## src/rtl/usbp_pkg.sv

```systemverilog
package usbp_pkg;
    localparam int REG_W   = 8;
    localparam int WR_W    = 3;
    // readback and write field positions
    localparam int B_SUSP  = 0;
    localparam int B_FRES  = 1;
    localparam int B_PRST  = 2;
    localparam int B_HS    = 3;
    localparam int B_LS_LO = 4;
    localparam int B_LS_HI = 5;

    typedef enum logic {
        RT_IDLE,
        RT_DRIVE
    } rst_state_e;

    typedef enum logic [1:0] {
        SP_ACTIVE,
        SP_PENDING,
        SP_SUSPENDED
    } susp_state_e;
endpackage

```

## src/rtl/usbp_rst_timer.sv

```systemverilog
module usbp_rst_timer
    import usbp_pkg::*;
#(
    parameter int RST_CYCLES = 600000
) (
    input  logic clk,
    input  logic rst_n,
    input  logic power,
    input  logic start,
    output logic driving
);
    localparam int CW = $clog2(RST_CYCLES + 1);
    localparam logic [CW-1:0] LOAD = CW'(RST_CYCLES - 1);

    rst_state_e state_q, state_d;
    logic [CW-1:0] cnt_q, cnt_d;

    always_comb begin
        state_d = state_q;
        cnt_d   = cnt_q;
        if (!power) begin
            state_d = RT_IDLE;          // abort
            cnt_d   = '0;
        end else begin
            unique case (state_q)
                RT_IDLE: begin
                    if (start) begin    // start
                        state_d = RT_DRIVE;
                        cnt_d   = LOAD;
                    end
                end
                RT_DRIVE: begin
                    if (cnt_q == '0) begin
                        state_d = RT_IDLE;  // expire
                    end else begin
                        cnt_d = cnt_q - 1'b1;
                    end
                end
            endcase
        end
    end

    always_ff @(posedge clk or negedge rst_n) begin
        if (!rst_n) begin
            state_q <= RT_IDLE;
            cnt_q   <= '0;
        end else begin
            state_q <= state_d;
            cnt_q   <= cnt_d;
        end
    end

    always_comb begin
        driving = (state_q == RT_DRIVE);
    end
endmodule

```

## src/rtl/usbp_susp_fsm.sv

```systemverilog
module usbp_susp_fsm
    import usbp_pkg::*;
(
    input  logic clk,
    input  logic rst_n,
    input  logic power,
    input  logic enable,
    input  logic busy,
    input  logic resetting,
    input  logic susp_req,
    input  logic rst_req,
    input  logic resume_fall,
    output logic suspended,
    output logic blocked
);
    susp_state_e state_q, state_d;

    always_comb begin
        state_d = state_q;
        if (!power || rst_req) begin
            state_d = SP_ACTIVE;                    // cancel
        end else begin
            unique case (state_q)
                SP_ACTIVE: begin
                    if (susp_req && enable && !resetting) begin
                        state_d = busy ? SP_PENDING   // defer
                                       : SP_SUSPENDED; // enter
                    end
                end
                SP_PENDING: begin
                    if (resume_fall)  state_d = SP_ACTIVE;     // resume
                    else if (!busy)   state_d = SP_SUSPENDED;  // settle
                end
                SP_SUSPENDED: begin
                    if (resume_fall)  state_d = SP_ACTIVE;     // resume
                end
                default: state_d = SP_ACTIVE;
            endcase
        end
    end

    always_ff @(posedge clk or negedge rst_n) begin
        if (!rst_n) state_q <= SP_ACTIVE;
        else        state_q <= state_d;
    end

    always_comb begin
        suspended = (state_q == SP_SUSPENDED);
        blocked   = (state_q == SP_SUSPENDED);
    end
endmodule

```

## src/rtl/usbp_line_sync.sv

```systemverilog
module usbp_line_sync (
    input  logic       clk,
    input  logic       rst_n,
    input  logic       dp,
    input  logic       dm,
    input  logic       hs_in,
    output logic [1:0] line_st,
    output logic       hs_out
);
    always_ff @(posedge clk or negedge rst_n) begin
        if (!rst_n) begin
            line_st <= 2'b11;
            hs_out  <= 1'b0;
        end else begin
            line_st <= {dp, dm};
            hs_out  <= hs_in;
        end
    end
endmodule

```

## src/rtl/usb_port_ctl.sv

```systemverilog
module usb_port_ctl
    import usbp_pkg::*;
#(
    parameter int RST_CYCLES = 600000
) (
    input  logic             clk,
    input  logic             rst_n,
    input  logic             wr_en,
    input  logic [WR_W-1:0]  wr_data,
    input  logic             port_power,
    input  logic             port_enable,
    input  logic             xfer_busy,
    input  logic             dp_level,
    input  logic             dm_level,
    input  logic             hs_detect,
    output logic [REG_W-1:0] rd_data,
    output logic             drive_reset,
    output logic             block_traffic
);
    logic fres_q;
    logic rst_req, susp_req, resume_fall;
    logic driving, suspended, blocked;
    logic [1:0] line_st;
    logic hs_q;

    always_comb begin
        rst_req     = wr_en && wr_data[B_PRST] && port_power;
        susp_req    = wr_en && wr_data[B_SUSP];
        resume_fall = wr_en && fres_q && !wr_data[B_FRES];
    end

    always_ff @(posedge clk or negedge rst_n) begin
        if (!rst_n)           fres_q <= 1'b0;
        else if (!port_power) fres_q <= 1'b0;
        else if (wr_en)       fres_q <= wr_data[B_FRES];
    end

    usbp_rst_timer #(.RST_CYCLES(RST_CYCLES)) u_timer (
        .clk     (clk),
        .rst_n   (rst_n),
        .power   (port_power),
        .start   (rst_req),
        .driving (driving)
    );

    usbp_susp_fsm u_susp (
        .clk         (clk),
        .rst_n       (rst_n),
        .power       (port_power),
        .enable      (port_enable),
        .busy        (xfer_busy),
        .resetting   (driving),
        .susp_req    (susp_req),
        .rst_req     (rst_req),
        .resume_fall (resume_fall),
        .suspended   (suspended),
        .blocked     (blocked)
    );

    usbp_line_sync u_line (
        .clk     (clk),
        .rst_n   (rst_n),
        .dp      (dp_level),
        .dm      (dm_level),
        .hs_in   (hs_detect),
        .line_st (line_st),
        .hs_out  (hs_q)
    );

    always_comb begin
        rd_data                 = '0;
        rd_data[B_SUSP]         = suspended && port_power;
        rd_data[B_FRES]         = fres_q;
        rd_data[B_PRST]         = driving && port_power;
        rd_data[B_HS]           = hs_q;
        rd_data[B_LS_HI:B_LS_LO] = line_st;
        drive_reset             = driving;
        block_traffic           = blocked;
    end
endmodule

```

## config.mk

```make
export PLATFORM = sky130hd
export DESIGN_NAME = usb_port_ctl
export DESIGN_NICKNAME = d
export VERILOG_FILES = /design/src/rtl/usbp_pkg.sv /design/src/rtl/usbp_rst_timer.sv /design/src/rtl/usbp_susp_fsm.sv /design/src/rtl/usbp_line_sync.sv /design/src/rtl/usb_port_ctl.sv
export SDC_FILE = /design/constraint.sdc
export NUM_CORES = 1
export LEC_CHECK = 0
export ABC_AREA = 0
export BUFFER_PORTS_ARGS = -buffer_cell sky130_fd_sc_hd__buf_2
export CAP_MARGIN = 20
export CORE_UTILIZATION = 45
export CTS_BUF_LIST = sky130_fd_sc_hd__clkbuf_2 sky130_fd_sc_hd__clkbuf_4 sky130_fd_sc_hd__clkbuf_8
export CTS_CLUSTER_DIAMETER = 60
export DETAILED_ROUTE_END_ITERATION = 10
export GPL_TIMING_DRIVEN = 0
export PLACE_DENSITY = 0.67
export SLEW_MARGIN = 25
export SYNTH_ARGS = -nofsm -noshare
export SYNTH_HDL_FRONTEND = slang
export SYNTH_SLANG_ARGS = --single-unit
```

## constraint.sdc

```tcl
create_clock -name clk -period 3.34 [get_ports clk]
set_input_delay 0.167 -clock clk [delete_from_list [all_inputs] [get_ports clk]]
set_output_delay 0.167 -clock clk [all_outputs]
set_load 0.02 [all_outputs]
```

# Word-level counts from Yosys, hierarchy flattened
# Cells that the tools add are included.
# word_totals
out_inout_bits,10
in_bits,12
romBits,0
memories,0
ramBits,0
wordCells,50
latchBits,0
ff_bits,27
# op_classes
mux,17
n_mul,0
order_cmp,0
n_reduce_logical,17
eq_ne,8
addsub,1
shift,0
bitwise,1
n_div,0
# ops
operator,count
$mux W20,3
$pmux W20 S2,1
$logic_not A20 Y1,1
$sub A20 B1 Y20 const B,1
$mux W2,6
$logic_and A1 B1 Y1,9
$ne A3 B2 Y1 const B,2
$pmux W2 S3,1
$mux W1,5
$ne A4 B3 Y1 const B,1
$logic_not A1 Y1,3
$ne A3 B1 Y1 const B,1
$ne A3 B3 Y1 const B,1
$reduce_and A3 Y1,1
$eq A2 B1 Y1 const B,1
$eq A2 B2 Y1 const B,1
$logic_not A2 Y1,1
$ne A2 B2 Y1 const B,1
$pmux W1 S2,1
$reduce_and A2 Y1,1
$logic_or A1 B1 Y1,1
$not A1 Y1,1

# Logic depth before layout (Yosys ltp)
# Gate-level depths: netlist of the first run.
# logic_depth
word_depth,6
mapped_depth,7
ltp_nobuf,6

# Cells and area by module
# Synthesis of the first run repeated with hierarchy kept, for this count alone.
# unflattened
cells_unflattened,170
area_unflattened_um2,1606.5
# by_module_without_submodules
mod,seq_area_each_um2,instances,cells_each,area_per_inst_um2
usbp_rst_timer,525.5,1,142,1292.5
usbp_susp_fsm,50.0,1,11,126.4
usb_port_ctl,25.0,1,14,110.1
usbp_line_sync,77.6,1,3,77.6

# Least setup slack after synthesis of the first run
# No wires, ideal clock.
# synth_timing
path_kind,register to register
from,register u_timer.cnt_q[15]
to,register u_timer.cnt_q[17]
path_stages_with_launch,7
synth_period_minus_slack_ns,2.188
path_buffers,2
arrival_time_ns,2.097
required_time_ns,3.249
path_slack_ns,1.152
setup_ns,0.091
path_cell_list,dfrtp_1 > or4_1 > buf_2 > or4_4 > buf_6 > o22a_4 > o221ai_1
# synth_between
elab_chain_len,4
elab_cells_between_ends,7
cone_classes,add/sub (1); eq/ne (1); mux (3); reduce/logical (2)
# synth_lines
item,line,rtl
from (decl),usbp_rst_timer.sv:16,"logic [CW-1:0] cnt_q, cnt_d;"
from (signal assigned),usbp_rst_timer.sv:49,cnt_q <= cnt_d;
$sub A20 B1 Y20,usbp_rst_timer.sv:36,cnt_d = cnt_q - 1'b1;
$mux W20,usbp_rst_timer.sv:33,if (cnt_q == '0) begin
$pmux W20 S2,usbp_rst_timer.sv:25,unique case (state_q)
$mux W20,usbp_rst_timer.sv:21,if (!power) begin
# Several ways; a longest one is shown, not always the timed one. The select of a mux whose other input is x is not followed.
# A chain may end at the register's enable or synchronous reset.

# Worst setup path in the final report of the first run
# layout_timing
from,register u_timer.cnt_q[15]
to,register u_timer.cnt_q[8]
# layout_between
elab_chain_len,3
# layout_lines
item,line
$logic_not A20 Y1,usbp_rst_timer.sv:33
$ne A3 B3 Y1 (no line),n/a
$reduce_and A2 Y1 (no line),n/a
# Every way passes these cells.

==> flow_summary.toml, run 1 <==
[synth]
synth.top_cells.by_area = "sky130_fd_sc_hd__dfrtp_1 (37%), sky130_fd_sc_hd__nand3_1 (3.3%), sky130_fd_sc_hd__dfstp_2 (3.1%), sky130_fd_sc_hd__a21oi_1 (2.7%), sky130_fd_sc_hd__inv_1 (2.5%)"
yosys_warnings = 0
netlist_instances = 182
dominantRegCellSynth = "sky130_fd_sc_hd__dfrtp_1"
synth.avg_cell_area_um2 = 9.253
synth.cell_area_um2 = 1684
synthArstFlopShare = 1.000
netlist.area_leader.share = 0.3715
count_of_flip_flops_with_a_built_in_enable_after_synthesis = 0
netlist.top_cell.by_area = "sky130_fd_sc_hd__dfrtp_1"
postSynthRegisterBits = 27
synth.yosys.seq_area_share = 0.4027
synthDistinctLibCells = 52

[job]
max-cap-violations = 0

[clock_tree]
clock_tree.root_cell = "sky130_fd_sc_hd__clkbuf_8"
cts_tree = "done"
maximum_clock_path_buffer_count = 2
cts.htree.levels = 1
postCtsResizedCells = 0
clkTransAtPathRegs_ns = 0.10
worst_skew_pair.late_latency_ns = 0.28
clkSinkCount = 27
tritoncts_buffers = 3

[finish]
fillerInstances = 344
syn_to_final_growth_pct = 14.56
antenna_cells_inserted = 0
nNetsFinal = 225
most_common_cell_after_layout_fill_and_taps_aside = "sky130_fd_sc_hd__dfrtp_1"
final_layout_size_suffix_gt1_frac = 0.2000
layout_common_cells = "sky130_fd_sc_hd__dfrtp_1 (25), sky130_fd_sc_hd__buf_2 (20), sky130_fd_sc_hd__inv_1 (11), sky130_fd_sc_hd__nor2_1 (11), sky130_fd_sc_hd__nand3_1 (11)"

[critical_path]
startpoint_type = "flop"
reg2reg_slack_ns = 0.88
critPathRequiredTime_ns = 3.51
endpoint_kind = "flop"
criticalPathCategory = "reg -> reg"
critPathMaxFanout = 10
arrival_ns = 2.63

[global_route]
grt_use_total = 0.2524
grt_first_pass_wirelength_um = 7879
grt_antenna_before_repair = 0
grt_overflow_total = 0
maximum_number_of_pins_on_one_net_before_global_route_repair = 28
number_of_global_route_vias_before_repair = 1643

[sta]
post_route_clock_period_utilization = 0.7369
finalClockSkew_ns = 0.003131
final_critical_path_required_period_ns = 2.461
timing.hold.ws_ns = 0.1387
worst_slew_pin_slew_ns = 0.9690
timing_max_transition_violations_final = 0
max_freq_ghz = 0.4063
grt_setup_unrepaired = "no"
final_hold_viol_count = 0
max_slew_margin = 0.3481
setup-tns-final_ns = 0
finalSetupViolations = 0

[detailed_routing]
drt-total-wl_um = 4680
detailroute.via_count = 1651
drtAntennaViolNets = 0
route.detailed.vias_per_inst = 6.449
detailedRoute.firstPassIterationCount = 4
drt_iter0_drc = 115
post_drt_wl_per_cell_um = 18.28
route.detailed.drc = 0

[die]
chipWidth_um = 63.18
num_rows = 21
floorplan.initialDensity = 0.4856
top_level_ports = 22
floorplan.die_area_um2 = 3991
placeableCoreArea_um2 = 3468
height_of_the_die_um = 63.18

[pwr]
power.static_leakage_uw = 0.0008183
worst_case_vdd_ir_drop_mv = 0.2239
ratio_of_total_power_to_cell_area_nw_per_um2 = 411.3
power_uw = 793.6

[placement]
dpl.hpwl_um = 3396
gp_congestion = 0.8816
placement.io_buffers = 19

[worst_hold_path]
worst_hold_path_type = "in -> reg"

[outcome]
status = "finished clean"
==> flip-flops by register name (all words and copies together), names as in the netlist <==
name	count
u_timer.driving	1
u_timer.cnt_q	20
u_line.line_st	2
fres_q	1
u_susp.state_q	2
u_line.hs_out	1
==> where the power goes <==
group          switching, µW  leakage [µW]  total [µW]  internal (µW)
registers               27.8      0.000352         378            350
logic                    140      0.000444         219           78.7
clock network            112     0.0000217         197           84.9
total                    280      0.000818         794            513
==> metal layers <==
metal,share of wire,GRT usage,vias to the layer above
li1,-,-,763
met1,0.44,0.3520,809
met2,0.48,0.4073,68
met3,0.058,0.02717,11
met4,0.019,0.08239,0
met5,0,0,-
==> cell usage after synthesis, drive strengths merged (2+ instances only) <==
cell type  count
dfrtp         25
o211a          3
or4            6
nor2          11
dfstp          2
o221ai         4
buf            6
o21ai          6
o2111ai        2
ha             2
or3            5
o211ai         5
inv           11
a211oi         5
nor4           7
o21a           3
nor2b          2
nand4          4
a21oi          9
a221oi         4
nand2          7
a31oi          4
nor3           5
or2            3
o221a          3
a221o          2
clkinv         2
nand3         11
clkbuf         5
==> layout make-up <==
class | count | area [µm²] | area share
Inverter | 13 | 48.80 | 0.02529
Multi-Input combinational cell | 132 | 895.9 | 0.4643
Sequential cell | 27 | 678.2 | 0.3515
Timing Repair Buffer | 23 | 135.1 | 0.07004
Tap cell | 46 | 57.56 | 0.02983
Buffer | 11 | 65.06 | 0.03372
Clock buffer | 3 | 41.29 | 0.02140
Clock inverter | 1 | 7.507 | 0.003891
==> metrics by stage <==
stage,std cells,area [µm²],setup WS (ns),utilization
after floorplan,183,1688,1.152,-
after global placement,248,1841,0.9350,0.5307
after detailed placement,248,1841,0.9403,0.5307
after CTS,256,1929,0.9029,0.5563
after global routing,256,1929,0.7322,0.5563
final,256,1929,0.8789,0.5563
==> path summary, 6_finish.rpt <==
kind | cells past startpoint | endpoint | from
worst min-delay path | 3 | u_susp.state_q[0] | xfer_busy
worst max register to register | 5 | u_timer.cnt_q[8] | u_timer.cnt_q[15]
worst max-delay path | 5 | u_timer.cnt_q[8] | u_timer.cnt_q[15]
worst min register to register | 1 | u_susp.state_q[0] | u_susp.state_q[0]
min in group asynchronous | 2 | u_timer.cnt_q[17] | rst_n
max in group asynchronous | 2 | u_timer.cnt_q[0] | rst_n
==> critical path, stage by stage, from the launching register on <==
cell and delay [ns]:
sky130_fd_sc_hd__dfrtp_1 0.46, sky130_fd_sc_hd__or4_1 0.53, sky130_fd_sc_hd__buf_2 0.18, sky130_fd_sc_hd__nor4_4 0.59
sky130_fd_sc_hd__a21oi_1 0.29, sky130_fd_sc_hd__o211a_1 0.30
==> repair_timing <==
item,CTS,global route
hold buffers,4,0
hold endpoints to repair,28,0
buffers inserted,0,0
==> logic make-up after synthesis <==
group,Yosys count,share of synthesized area
simple gates,67,0.2311
compound gates,60,0.2756
flops,27,0.4027
buf+inv,24,0.06761
fa+ha+maj,2,0.01486
mux,1,0.005944
other cells,1,0.002227
Note: power is estimated with default switching activity, not from simulation.
==> run 2: changes to the inputs <==
--- a/config.mk
+++ b/config.mk
@@ -13,7 +13,7 @@
 export CTS_CLUSTER_DIAMETER = 60
 export DETAILED_ROUTE_END_ITERATION = 10
 export GPL_TIMING_DRIVEN = 0
-export PLACE_DENSITY = 0.67
+export PLACE_DENSITY = 0.69
 export SLEW_MARGIN = 25
 export SYNTH_ARGS = -nofsm -noshare
 export SYNTH_HDL_FRONTEND = slang
==> constraint.sdc (replaced) <==
create_clock -name clk -period 2.08 [get_ports clk]
set_input_delay 0.104 -clock clk [delete_from_list [all_inputs] [get_ports clk]]
set_output_delay 0.104 -clock clk [all_outputs]
set_load 0.02 [all_outputs]
==> run 2 against run 1 <==
The run now ends with negative setup slack left. Clock power up 55%. Cell area up 11%. Clock skew up 0.0063 ns. Global-route usage up 1.4 points. Cell count up 2.7%. Critical endpoint is now u_timer.cnt_q[17]. Largest cell class unchanged. Sequential power up 60%. Critical path depth down 1. First-iteration DRC count up 40%. Sequential share of layout area down 3.3 points. Utilization up 6.1 points.
==> flow_summary.toml, run 2 (synthesis results as in run 1) <==
[outcome]
status = "finished, violations left"
violations = "negative setup slack"

[detailed_routing]
route.detailed.vias_per_inst = 6.502
post_drt_wl_per_cell_um = 18.69
detailroute.via_count = 1710
drt-total-wl_um = 4916
drtAntennaViolNets = 0
drt_iter0_drc = 161
detailedRoute.firstPassIterationCount = 5
route.detailed.drc = 0

[sta]
timing.hold.ws_ns = 0.07453
timing.final.ws_setup_ns = -0.05422
finalSetupViolations = 10
finalClockSkew_ns = 0.009441
timing_max_transition_violations_final = 0
final_hold_viol_count = 0
post_route_clock_period_utilization = 1.026
grt_setup_unrepaired = "yes"
max_slew_margin = 0.4319
final_critical_path_required_period_ns = 2.134
setup-tns-final_ns = -0.3445
max_freq_ghz = 0.4686
worst_slew_pin_slew_ns = 0.8521

[global_route]
grt_first_pass_wirelength_um = 8314
grt_overflow_total = 0
number_of_global_route_vias_before_repair = 1746
grt_antenna_before_repair = 0
grt_use_total = 0.2665
maximum_number_of_pins_on_one_net_before_global_route_repair = 28

[pwr]
power.static_leakage_uw = 0.0008927
clockPowerShare = 0.225
worst_case_vdd_ir_drop_mv = 0.2822
combPwrFrac = 0.329
switchingPower_uw = 488.3
power.internal_uw = 872.0
ratio_of_total_power_to_cell_area_nw_per_um2 = 635.8
switching_share = 0.3590
seq_power_share = 0.446

[finish]
syn_to_final_growth_pct = 27.04
nNetsFinal = 232
utilization_after_layout = 0.6169
largest_register_ff_count = 20
most_common_cell_after_layout_fill_and_taps_aside = "sky130_fd_sc_hd__dfrtp_1"
top_reg_by_flops = "u_timer.cnt_q"
reg_top3 = "u_timer.cnt_q (20), u_line.line_st (2), u_susp.state_q (2)"
final_layout_size_suffix_gt1_frac = 0.3548
antenna_cells_inserted = 0
layout_common_cells = "sky130_fd_sc_hd__dfrtp_1 (22), sky130_fd_sc_hd__buf_2 (19), sky130_fd_sc_hd__buf_4 (12)"

[clock_tree]
clkSinkCount = 27
cts_tree = "done"
clock_tree.root_cell = "sky130_fd_sc_hd__clkbuf_8"
cts.htree.levels = 1
worst_skew_pair.late_latency_ns = 0.28
maximum_clock_path_buffer_count = 2
tritoncts_buffers = 3
clkTransAtPathRegs_ns = 0.10

[critical_path]
startpoint_type = "flop"
criticalPathCategory = "reg -> reg"
critPathRequiredTime_ns = 2.23
endpoint_kind = "flop"
critPathMaxFanout = 7
arrival_ns = 2.29

[worst_hold_path]
worst_hold_path_type = "in -> reg"

[die]
floorplan.die_area_um2 = 3991
height_of_the_die_um = 63.18
num_rows = 21
placeableCoreArea_um2 = 3468
chipWidth_um = 63.18
top_level_ports = 22
floorplan.initialDensity = 0.4856

[placement]
dpl.hpwl_um = 3366
gp_congestion = 0.9122
placement.io_buffers = 19
place_ws_ns = -0.2779

[job]
max-cap-violations = 0
==> run 2: worst paths after layout <==
| kind | startpoint | endpoint | slack (ns) | cells past startpoint |
|---|---|---|---|---|
| max | u_timer.cnt_q[16] | u_timer.cnt_q[17] | -0.05 | 4 |
| max in group asynchronous | rst_n | u_timer.cnt_q[2] | 1.28 | 2 |
| min reg2reg | u_susp.state_q[0] | u_susp.state_q[0] | 0.55 | 1 |
| max reg2reg | u_timer.cnt_q[16] | u_timer.cnt_q[17] | -0.05 | 4 |
| min in group asynchronous | rst_n | u_susp.state_q[0] | 0.36 | 2 |
| min | xfer_busy | u_susp.state_q[0] | 0.07 | 3 |
==> run 2: cell type report <==
type | instances | area [µm²]
Inverter | 13 | 52.55
Clock inverter | 1 | 5.005
Timing Repair Buffer | 33 | 217.7
Tap cell | 46 | 57.56
Sequential cell | 27 | 681.9
Fill cell | 315 | 1329
Multi-Input combinational cell | 132 | 1037
Clock buffer | 3 | 41.29
Buffer | 8 | 46.29
==> run 2: worst max-delay path, cell delays in order (launching register included) <==
cell                       delay (ns)
sky130_fd_sc_hd__dfrtp_1         0.43
sky130_fd_sc_hd__or4_4           0.55
sky130_fd_sc_hd__or4_4           0.61
sky130_fd_sc_hd__o211ai_1        0.29
sky130_fd_sc_hd__o221ai_2        0.13
==> run 2: stage by stage <==
stage | total power [µW] | cells | area [µm²]
2_1_floorplan | 856.6 | 183 | 1723
3_3_place_gp | 955.7 | 248 | 1876
3_5_place_dp | 963.4 | 248 | 1876
4_1_cts | 1311 | 261 | 2054
5_1_grt | 1431 | 263 | 2140
6_report | 1360 | 263 | 2140
==> run 2: timing repair <==
action,in CTS,in global routing
resized for setup,15,17
hold buffers,4,0
endpoints found under the hold margin,28,0
pin swaps,9,14
buffers inserted,6,3
setup endpoints to repair,21,22
cloned,1,0
==> run 2: metal layers <==
metal / GRT usage / wire length (µm) / up-vias
met1: 0.3466 / 2050 / 838
met4: 0.1080 / 91 / 0
li1: - / - / 782
met2: 0.4422 / 2430 / 82
met3: 0.03804 / 344 / 8
met5: 0 / 0 / -
==> run 2: power by group through the flow <==
stage | clock [µW] | sequential [µW] | combinational (µW)
3_5_place_dp | 0 | 616 | 348
4_1_cts | 308 | 602 | 401
6_report | 306 | 606 | 447
5_1_grt | 334 | 611 | 485
2_1_floorplan | 0 | 608 | 249
3_3_place_gp | 0 | 614 | 342
==> run 3: changes to the inputs <==
--- a/config.mk
+++ b/config.mk
@@ -13,7 +13,7 @@
 export CTS_CLUSTER_DIAMETER = 60
 export DETAILED_ROUTE_END_ITERATION = 10
 export GPL_TIMING_DRIVEN = 0
-export PLACE_DENSITY = 0.69
+export PLACE_DENSITY = 0.67
 export SLEW_MARGIN = 25
 export SYNTH_ARGS = -nofsm -noshare
 export SYNTH_HDL_FRONTEND = slang
==> run 3 against run 2 <==
The run still ends with negative setup slack left. Die area stayed put. Sequential cell count is the same. Maximum frequency down 1.1%. Utilization decreased by 0.43 points. First-iteration DRC count down 27%. Total power decreased by 0.66%. Cell area down 0.70%. Global-route usage decreased by 2.5 points. Critical path depth stayed put. Sequential share of layout area is 0.28 points higher. Non-clock buffer count up 2. Register-to-register slack lost 0.02 ns. Largest cell class unchanged. Highest routed layer unchanged.
==> flow_summary.toml, run 3 (synthesis results as in run 1) <==
[detailed_routing]
route.detailed.vias_per_inst = 6.438
post_drt_wl_per_cell_um = 17.55
route.detailed.drc = 0
detailroute.via_count = 1706
detailedRoute.firstPassIterationCount = 4
drtAntennaViolNets = 0
drt-total-wl_um = 4651
drt_iter0_drc = 117

[worst_hold_path]
hold_path_startpoint = "xfer_busy"
worst_hold_path_type = "in -> reg"

[critical_path]
rr_startpoint = "u_timer.cnt_q[14]"
startpoint_type = "flop"
critPathMaxFanout = 7
endpoint_kind = "flop"
crit_path_start = "u_timer.cnt_q[14]"
critical-path-slowest-cell = "sky130_fd_sc_hd__or4_4"
criticalPathCategory = "reg -> reg"
critical_path.cell_chain = "or4_4, or4_4, o22a_4, o211ai_1"
arrival_ns = 2.34
critPathRequiredTime_ns = 2.26
cp_most_frequent_cell = "sky130_fd_sc_hd__or4_4"
longest_individual_stage_delay_on_the_worst_path_ns = 0.61

[finish]
syn_to_final_growth_pct = 26.15
utilization_after_layout = 0.6126
nNetsFinal = 234
most_common_cell_after_layout_fill_and_taps_aside = "sky130_fd_sc_hd__dfrtp_1"
reg_top3 = "u_timer.cnt_q (20), u_line.line_st (2), u_susp.state_q (2)"
largest_register_ff_count = 20
top_reg_by_flops = "u_timer.cnt_q"
antenna_cells_inserted = 0
final_layout_size_suffix_gt1_frac = 0.3425
fillerInstances = 329
area_used_by_multi_input_combinational_logic_um2 = 999.7
layout_common_cells = "sky130_fd_sc_hd__dfrtp_1 (21), sky130_fd_sc_hd__buf_2 (19), sky130_fd_sc_hd__buf_4 (13)"
footprint_of_the_flip_flops_and_latches_um2 = 683.2

[placement]
gp_congestion = 0.9063
placement.io_buffers = 19
dpl.hpwl_um = 3251
place_ws_ns = -0.2827

[die]
height_of_the_die_um = 63.18
placeableCoreArea_um2 = 3468
top_level_ports = 22
chipWidth_um = 63.18
num_rows = 21
floorplan.initialDensity = 0.4856
floorplan.die_area_um2 = 3991

[sta]
max_freq_ghz = 0.4634
final_critical_path_required_period_ns = 2.158
timing_max_transition_violations_final = 0
final_hold_viol_count = 0
finalSetupViolations = 8
worst_slew_pin_slew_ns = 0.6203
finalClockSkew_ns = 0.008477
grt_setup_unrepaired = "yes"
post_route_clock_period_utilization = 1.038
timing.final.ws_setup_ns = -0.07805
max_slew_margin = 0.5831

[global_route]
grt_use_total = 0.2418
grt_antenna_before_repair = 0
grt_overflow_total = 0
maximum_number_of_pins_on_one_net_before_global_route_repair = 28
grt_first_pass_wirelength_um = 7521
number_of_global_route_vias_before_repair = 1633

[clock_tree]
clkTransAtPathRegs_ns = 0.09
tritoncts_buffers = 3
cts_tree = "done"
maximum_clock_path_buffer_count = 2
clkSinkCount = 27
clock_tree.root_cell = "sky130_fd_sc_hd__clkbuf_8"
cts.htree.levels = 1
worst_skew_pair.late_latency_ns = 0.28

[job]
max-cap-violations = 0

[pwr]
power.static_leakage_uw = 0.0008888
ratio_of_total_power_to_cell_area_nw_per_um2 = 636.0
worst_case_vdd_ir_drop_mv = 0.3409

[outcome]
violations = "negative setup slack"
status = "finished, violations left"
run 3: changes by cell type in the layout (fill, tap and decap cells not counted), moves of 2 or more:
cell / before / now
sky130_fd_sc_hd__a211oi_2: 2 / 0
sky130_fd_sc_hd__a211oi_1: 3 / 5
sky130_fd_sc_hd__a21oi_4: 2 / 0
sky130_fd_sc_hd__a21oi_1: 6 / 8
sky130_fd_sc_hd__a221oi_2: 4 / 0
sky130_fd_sc_hd__a221oi_1: 0 / 4
run 3: worst paths after layout:
kind                                     endpoint  slack, ns  depth (start not counted)
worst max-delay path            u_timer.cnt_q[12]      -0.08                          4
worst min-delay path            u_susp.state_q[0]       0.06                          3
worst max register to register  u_timer.cnt_q[12]      -0.08                          4
worst min register to register  u_susp.state_q[0]       0.51                          1
max in group asynchronous        u_timer.cnt_q[5]       1.31                          2
min in group asynchronous       u_timer.cnt_q[18]       0.35                          2
run 3: power breakdown:
group          internal (µW)  leakage, µW  total [µW]  switching [µW]
Sequential               563     0.000346         603            40.2
Combinational            176     0.000516         434             258
Clock                    151    0.0000262         315             164
run 3: layout make-up:
class,count,share of cell area
multi-input cells,132,0.4706
clock buffers,4,0.02297
well taps,46,0.02709
flip-flops and latches,27,0.3216
plain buffers,9,0.02709
repair buffers,34,0.1060
inverters,13,0.02473
run 3: per-layer routing:
layer,vias to the layer above,share of wire,track usage
met5,-,0,0
met4,0,0.020,0.1023
met3,11,0.058,0.03261
met2,54,0.50,0.4005
met1,863,0.42,0.3150
li1,778,-,-
run 3: repair_timing:
item,CTS,global route
pin swaps,7,7
endpoints found under the setup margin,21,22
hold endpoints to repair,28,0
buffers inserted,9,2
hold buffers,4,0
resized for setup,12,18
run 3: per-stage QoR:
| stage | hold slack (ns) | TNS [ns] | power [µW] | area (µm²) | instances |
|---|---|---|---|---|---|
| final | 0.05712 | -0.2395 | 1351 | 2125 | 265 |
| after global routing | 0.08592 | -0.5297 | 1418 | 2125 | 265 |
| after CTS | 0.06242 | -0.9450 | 1317 | 2061 | 264 |
| after detailed placement | 0.1490 | -3.719 | 962.8 | 1876 | 248 |
| after global placement | 0.1400 | -3.013 | 951.9 | 1876 | 248 |
| after floorplan | -0.1916 | -0.2767 | 856.6 | 1723 | 183 |
run 3: critical path, delay by kind of cell (launching register included):
kind / cells / cell delay (ns)
compound gates: 2 / 0.49
flops: 1 / 0.42
simple gates: 2 / 1.15
